### src/rtl/smp_pkg.sv
package smp_pkg;

    // Control state of the pass sequencer.
    typedef struct packed {
        logic busy;
        logic rec;
        logic done;
    } smp_ctl_t;

    localparam int unsigned SMP_MIN_RATIO = 2;

endpackage

### src/rtl/smp_rate_div.sv
module smp_rate_div #(
    parameter int unsigned DIV_W = 16
) (
    input  logic             clk,
    input  logic             rst_n,
    input  logic             restart,
    input  logic             run,
    input  logic [DIV_W-1:0] ratio,
    output logic             tick,
    output logic             mid
);
    import smp_pkg::*;

    localparam logic [DIV_W-1:0] MIN_N = DIV_W'(SMP_MIN_RATIO);

    typedef struct packed {
        logic [DIV_W-1:0] cnt;
        logic [DIV_W-1:0] per;
    } div_st_t;

    div_st_t st_d, st_q;
    logic [DIV_W-1:0] ratio_eff;

    always_comb begin
        ratio_eff = (ratio < MIN_N) ? MIN_N : ratio;
        tick      = run && (st_q.cnt == st_q.per - 1'b1);
        mid       = run && (st_q.cnt == (st_q.per >> 1));
        st_d      = st_q;
        if (restart) begin
            st_d.cnt = '0;
            st_d.per = ratio_eff;
        end else if (tick) begin
            // period boundary: new divisor applies here
            st_d.cnt = '0;
            st_d.per = ratio_eff;
        end else if (run) begin
            st_d.cnt = st_q.cnt + 1'b1;
        end
    end

    always_ff @(posedge clk or negedge rst_n) begin
        if (!rst_n) begin
            st_q.cnt <= '0;
            st_q.per <= MIN_N;
        end else begin
            st_q <= st_d;
        end
    end

endmodule

### src/rtl/smp_addr_seq.sv
module smp_addr_seq #(
    parameter int unsigned BUF_LEN = 16,
    parameter int unsigned ADDR_W  = 4
) (
    input  logic              clk,
    input  logic              rst_n,
    input  logic              clear,
    input  logic              step,
    output logic [ADDR_W-1:0] addr,
    output logic              wrap
);
    localparam logic [ADDR_W-1:0] LAST = ADDR_W'(BUF_LEN - 1);

    logic [ADDR_W-1:0] addr_d, addr_q;

    always_comb begin
        wrap   = step && (addr_q == LAST);
        addr_d = addr_q;
        if (clear || wrap) begin
            addr_d = '0;
        end else if (step) begin
            addr_d = addr_q + 1'b1;
        end
    end

    always_ff @(posedge clk or negedge rst_n) begin
        if (!rst_n) begin
            addr_q <= '0;
        end else begin
            addr_q <= addr_d;
        end
    end

    assign addr = addr_q;

endmodule

### src/rtl/oneshot_sampler_ctrl.sv
module oneshot_sampler_ctrl #(
    parameter int unsigned BUF_LEN = 16,
    parameter int unsigned DIV_W   = 16,
    localparam int unsigned ADDR_W = (BUF_LEN > 1) ? $clog2(BUF_LEN) : 1
) (
    input  logic              clk,
    input  logic              rst_n,
    input  logic              start_req,
    input  logic              rec_mode,
    input  logic [DIV_W-1:0]  div_ratio,
    output logic [ADDR_W-1:0] sram_addr,
    output logic              sram_wr_stb,
    output logic              sram_rd_stb,
    output logic              adc_sel,
    output logic              dac_sel,
    output logic              busy,
    output logic              pass_done
);
    import smp_pkg::*;

    smp_ctl_t ctl_d, ctl_q;
    logic     start_ok;
    logic     tick;
    logic     mid;
    logic     wrap;

    smp_rate_div #(
        .DIV_W (DIV_W)
    ) u_div (
        .clk     (clk),
        .rst_n   (rst_n),
        .restart (start_ok),
        .run     (ctl_q.busy),
        .ratio   (div_ratio),
        .tick    (tick),
        .mid     (mid)
    );

    smp_addr_seq #(
        .BUF_LEN (BUF_LEN),
        .ADDR_W  (ADDR_W)
    ) u_addr (
        .clk   (clk),
        .rst_n (rst_n),
        .clear (start_ok),
        .step  (tick),
        .addr  (sram_addr),
        .wrap  (wrap)
    );

    always_comb begin
        start_ok   = start_req && !ctl_q.busy;
        ctl_d      = ctl_q;
        ctl_d.done = wrap;
        if (start_ok) begin
            ctl_d.busy = 1'b1;
            ctl_d.rec  = rec_mode;
        end else if (wrap) begin
            ctl_d.busy = 1'b0;
        end
    end

    always_ff @(posedge clk or negedge rst_n) begin
        if (!rst_n) begin
            ctl_q <= '0;
        end else begin
            ctl_q <= ctl_d;
        end
    end

    assign sram_wr_stb = mid &&  ctl_q.rec;
    assign sram_rd_stb = mid && !ctl_q.rec;
    assign adc_sel     =  ctl_q.rec;
    assign dac_sel     = !ctl_q.rec;
    assign busy        = ctl_q.busy;
    assign pass_done   = ctl_q.done;

endmodule

### config.mk
export PLATFORM = sky130hd
export DESIGN_NAME = oneshot_sampler_ctrl
export DESIGN_NICKNAME = d
export VERILOG_FILES = /design/src/rtl/smp_pkg.sv /design/src/rtl/smp_rate_div.sv /design/src/rtl/smp_addr_seq.sv /design/src/rtl/oneshot_sampler_ctrl.sv
export SDC_FILE = /design/constraint.sdc
export NUM_CORES = 1
export LEC_CHECK = 0
export CAP_MARGIN = 15
export CORE_ASPECT_RATIO = 0.7
export CORE_UTILIZATION = 60
export DETAILED_ROUTE_END_ITERATION = 10
export GPL_ROUTABILITY_DRIVEN = 1
export PLACE_DENSITY = 0.92
export SYNTH_ARGS = -nofsm -noshare
export SYNTH_HDL_FRONTEND = slang
export SYNTH_HIERARCHICAL = 1
export SYNTH_SLANG_ARGS = --single-unit
### constraint.sdc
create_clock -name clk -period 5.25 [get_ports clk]
set_clock_uncertainty 0.1 [all_clocks]
set_input_delay 1.3125 -clock clk [delete_from_list [all_inputs] [get_ports clk]]
set_output_delay 1.3125 -clock clk [all_outputs]
set_load 0.01 [all_outputs]
# == Word level (Yosys, flattened, before mapping) ==
# Index checks and enable logic that the tools add are counted.
# classes
n_eq_ne,3
addsub,3
reduce_logical,13
order_cmp,1
n_mux,9
# op_table
op,n
16-bit 2-to-1 mux,4
32-bit 2-to-1 mux,1
"16-bit by 1-bit adder with 16-bit output, second input constant",1
16-bit by 15-bit == test with 1-bit output,1
16-bit == test,1
"16-bit by 2-bit less-than comparator with 1-bit output, second input constant",1
"16-bit by 1-bit subtractor with 16-bit output, second input constant",1
4-bit 2-to-1 mux,2
1-bit logical AND,6
2-bit nonzero test,3
"4-bit by 1-bit adder with 4-bit output, second input constant",1
"4-bit == test, second input constant",1
3-bit nonzero test,1
1-bit zero test,2
1-bit 2-to-1 mux,2
1-bit logical OR,1
# totals
output_inout_bits,10
regBits,39

# == Logic depth before layout (Yosys ltp) ==
# logic_depth
ltp_word,6
mapped_depth,12

# == Hierarchy ==
# Netlist, hierarchy kept.
# modules_own_cells
mod,cells_per_inst,seq_area_each_um2,instances,area_each_um2
smp_rate_div,221,802.0,1,2234.6
smp_addr_seq,22,100.1,1,202.7
oneshot_sampler_ctrl,10,75.1,1,132.6

# == Worst setup path after synthesis ==
# Ideal clock, no wire load.
# synth_path
path_type,flip-flop to flip-flop
start,register u_div/st_q[1] (netlist name)
end,"register ctl_q, in the netlist busy"
n_path_buf,0
setup_ns,0.119
required_ns,5.031
setup_slack_ns,2.369
path_stages_with_launch,12
arrival_time_ns,2.662
synth_period_minus_slack_ns,2.881
cell_sequence,dfstp_2 -> inv_1 -> ha_1 -> xor2_1 -> o2111ai_1 -> nor3_2 -> o2111ai_2 -> nor4_1 -> inv_1 -> nor2_1 -> inv_1 -> a21o_2
# synth_between
elab_chain_cells,5
# synth_rtl
item,line,rtl
from (decl),smp_rate_div.sv:21,"div_st_t st_d, st_q;"
from (signal assigned),smp_rate_div.sv:46,st_q <= st_d;
16-bit by 1-bit subtractor with 16-bit output,smp_rate_div.sv:26,tick = run && (st_q.cnt == st_q.per - 1'b1);
16-bit == test,smp_rate_div.sv:26,
1-bit logical AND,smp_rate_div.sv:26,
named net tick,oneshot_sampler_ctrl.sv:23,logic tick;
1-bit logical AND,smp_addr_seq.sv:17,wrap = step && (addr_q == LAST);
named net wrap,oneshot_sampler_ctrl.sv:25,logic wrap;
2-bit nonzero test (no line),--,
to (signal assigned),oneshot_sampler_ctrl.sv:67,ctl_q <= ctl_d;
to (decl),oneshot_sampler_ctrl.sv:21,"smp_ctl_t ctl_d, ctl_q;"
# The timed path passes the listed nets, and every way through them passes these cells.
# A chain may end at the register's enable or synchronous reset.

# == Worst setup path in the final report ==
# layout_path
start,register u_div/st_q[5] (netlist name)
end,output sram_rd_stb
# layout_between
elab_chain_cells,3
# layout_rtl
item,line,rtl
16-bit by 15-bit == test with 1-bit output,smp_rate_div.sv:27,mid = run && (st_q.cnt == (st_q.per >> 1));
1-bit logical AND,smp_rate_div.sv:27,
named net mid,oneshot_sampler_ctrl.sv:24,logic mid;
1-bit logical AND,oneshot_sampler_ctrl.sv:72,assign sram_rd_stb = mid && !ctl_q.rec;
to (decl),oneshot_sampler_ctrl.sv:13,"output logic sram_rd_stb,"
# The timed path passes the listed nets, and every way through them passes these cells.

==> qor.log <==
INFO  setup_path     setup.worst_path.end_class=output port
INFO  grt            grt-ovfl-total=0
INFO  logic_synthesis postSynthAreaPerCell=10.2um^2
INFO  detailed_routing vias_per_cell=5.88
INFO  layout         nets=299
INFO  logic_synthesis synth_enable_flop_cells=0
INFO  clock_tree     tritoncts_num_sinks=39
INFO  grt            vias_in_the_first_global_route=1874
INFO  clock_tree     numCtsBuffers=5
INFO  setup_path     timing.critical_path.arrival=2.49ns
INFO  logic_synthesis syn_nets=276
INFO  placement      io_buffers=29
INFO  grt            track_usage=27.9%
INFO  timing         maxSlewViolCount=0
INFO  clock_tree     cts-resized-gates=0
INFO  setup_path     path_max_fanout=8
INFO  setup_path     critPathLaunchType=flip-flop
INFO  floorplanning  start_util=64.0%
INFO  power_and_ir_drop power.density_cell_area=375nW/um^2
INFO  grt            grt_first_pass_wirelength=9270um
INFO  power_and_ir_drop power.leakage=1.22nW
INFO  logic_synthesis synth_flop_cell=dfrtp_1
INFO  detailed_routing firstDrtPassIters=4
INFO  logic_synthesis yosys_warnings=6
INFO  timing         tightest_slew=0.984ns
INFO  detailed_routing routed_wl=5750um
INFO  detailed_routing postRouteAntennaNets=0
INFO  clock_tree     h_tree_lvls=2
INFO  floorplanning  row_count=19
INFO  logic_synthesis synth_area_leaders=dfrtp_1, xnor2_1, xor2_1, mux2_4, nor2_1
INFO  clock_tree     insertion_delay=0.29ns
INFO  grt            grt_antenna_before_repair=0
INFO  logic_synthesis synth_seq_area_share=38.0%
INFO  placement      gpl.final_weighted_congestion=0.984
INFO  floorplanning  core_region_area=4020um^2
INFO  placement      place_hpwl=4190um
INFO  clock_tree     root_buffer=clkbuf_8
INFO  grt            grt_start_max_net_pins=40
INFO  detailed_routing routed-via-count=1927
INFO  timing         unrepaired_setup_endpoints_after_global_routing=false
INFO  logic_synthesis synth.top_cell.area_share=37.0%
INFO  clock_tree     cts.path.max_buffers=2
INFO  logic_synthesis ys_ff_latch=39
INFO  floorplanning  die_outline_area=4550um^2
INFO  logic_synthesis async_flop_share=100%
INFO  logic_synthesis synth.cell_area=2570um^2
INFO  placement      count_of_placed_standard_cells_including_taps=320
INFO  detailed_routing route.detailed.wl_per_inst=17.5um
INFO  detailed_routing drcViolationCount=0
INFO  timing         post_route_fraction_of_the_period_consumed_by_the_critical_path=74.3%
INFO  clock_tree     clk_transition_reported_paths=0.07ns
INFO  timing         finalSetupViolations=0
INFO  floorplanning  fp.dieW=80.2um
INFO  placement      post_dp_cell_area=2820um^2
INFO  clock_tree     tritoncts_clock_tree=yes
INFO  flow_run       max_cap_violations=0
INFO  logic_synthesis yosys.cell_types.count=50
INFO  min_path       hp-class=reg -> reg
INFO  layout         final_design_area_no_fill=2910um^2
INFO  layout         fraction_of_layout_instances_using_a_drive_strength_above_1=13.8%
INFO  detailed_routing first_iter_violations=201
INFO  setup_path     setup.worst_path.class=reg -> out
INFO  status         run_status=complete, no violations
INFO  logic_synthesis syn-instance-count=253
INFO  setup_path     worstPathRequired=3.84ns
INFO  timing         timing.max_slew.rel_slack=34.2%
INFO  layout         signed_area_change_from_the_synthesized_netlist_to_the_final_layout=13.3%
INFO  clock_tree     cts_post_setup_buffers_inserted=0
INFO  power_and_ir_drop vdd_drop_max=0.310mV
INFO  floorplanning  die_y=56.8um
INFO  timing         final_report_hold_violation_count=0
INFO  timing         achievable-frequency=256MHz
INFO  layout         finalNonFillerCells=328
INFO  logic_synthesis yosys.area.top_type=dfrtp_1
INFO  floorplanning  top_level_ports=30
INFO  timing         setup_total_negative_slack=0ns
INFO  clock_tree     ctsHoldBuffers=0
INFO  timing         final_period_minus_worst_setup_slack=3.90ns
INFO  layout         num_antenna_cells=0
-- cell usage after synthesis, types with 2 or more instances --
master	instances
dfrtp_1	38
nor2_1	29
xnor2_1	26
xor2_1	24
nand2_1	15
mux2_4	11
nor3_1	11
nand3_1	9
inv_1	7
nand4_1	7
nor4_1	7
clkbuf_1	5
mux2i_1	5
and3_1	4
buf_6	4
nor2b_1	4
a21oi_1	3
a31oi_1	3
ha_1	3
mux2_2	3
buf_2	2
buf_4	2
nand3b_1	2
nor3_2	2
nor3b_1	2
-- report_power, final --
part | internal, mW | switching [mW]
combinational | 0.215 | 0.180
clock | 0.103 | 0.0975
sequential | 0.364 | 0.132
-- logic make-up (layout without fill, tap and decap cells) --
logic type | Yosys count | in the layout | synth area share [%]
compound gates | 17 | 17 | 6.52
xor+xnor | 50 | 50 | 17.0
flops | 39 | 39 | 38.0
simple gates | 102 | 102 | 21.6
buf+inv | 22 | 45 | 5.21
fa+ha+maj | 3 | 3 | 1.46
mux | 20 | 20 | 10.1
-- critical path, stage by stage, from the launching register on --
cell,delay [ns]
dfrtp_1,0.51
xor2_1,0.19
nor4_1,0.31
nand4_1,0.16
nor3_1,0.33
nor2b_1,0.17
clkdlybuf4s50_1,0.54
-- stage by stage --
step / hold WS, ns / setup WS, ns / util (%) / power [mW]
floorplan: 0.403 / 2.37 / - / 0.785
global placement: 0.434 / 1.77 / 70.2 / 0.865
detailed placement: 0.443 / 1.66 / 70.2 / 0.884
CTS: 0.455 / 1.38 / 72.4 / 1.09
global route: 0.508 / 1.27 / 72.5 / 1.16
finish: 0.458 / 1.35 / 72.5 / 1.09
-- layer usage --
metal,wire length (um),track usage [%],up-vias
li1,-,-,921
met1,2750,41.0,947
met2,2600,40.8,52
met3,332,5.37,7
met4,70,9.69,0
met5,0,0,-
-- flip-flops by register name, indices dropped and copies added (netlist names) --
| register | count |
|---|---|
| adc_sel | 1 |
| busy | 1 |
| pass_done | 1 |
| u_addr/addr | 4 |
| u_div/st_q | 32 |
-- placed cells by master (no fill, tap or decap), types with 2 or more instances in the layout --
master	Yosys	layout
nor3_2	2	2
dfrtp_1	38	38
buf_2	2	2
xor2_1	24	24
ha_1	3	3
nand4_1	7	7
nand3b_1	2	2
a31oi_1	3	3
nor2_1	29	29
nor2b_1	4	4
nand2_1	15	15
mux2i_1	5	5
mux2_4	11	11
inv_1	7	7
mux2_2	3	3
clkbuf_8	1	6
xnor2_1	26	26
nor3b_1	2	2
nand3_1	9	9
clkdlybuf4s50_1	0	28
nor3_1	11	11
nor4_1	7	7
a21oi_1	3	3
and3_1	4	4
-- path summary, 6_finish.rpt --
kind | from | end | slack, ns | cells past startpoint
worst max-delay path | u_div/st_q[5] | sram_rd_stb | 1.35 | 6
max in group asynchronous | rst_n | u_div/st_q[21] | 3.49 | 1
min in group asynchronous | rst_n | u_div/st_q[25] | 1.02 | 1
worst min register to register | u_div/st_q[1] | u_div/st_q[1] | 0.46 | 2
worst max register to register | u_div/st_q[1] | u_div/st_q[14] | 1.59 | 9
worst min-delay path | u_div/st_q[1] | u_div/st_q[1] | 0.46 | 2
-- final cells by class --
class                   instances  area, um^2
inverters                       7        26.3
clock inverters                 1        5.00
repair buffers                 31         298
flip-flops and latches         39         977
well taps                      52        65.1
clock buffers                   6        82.6
fillers                       285        1100
multi-input cells             192        1460
(Power assumes the default switching activity.)
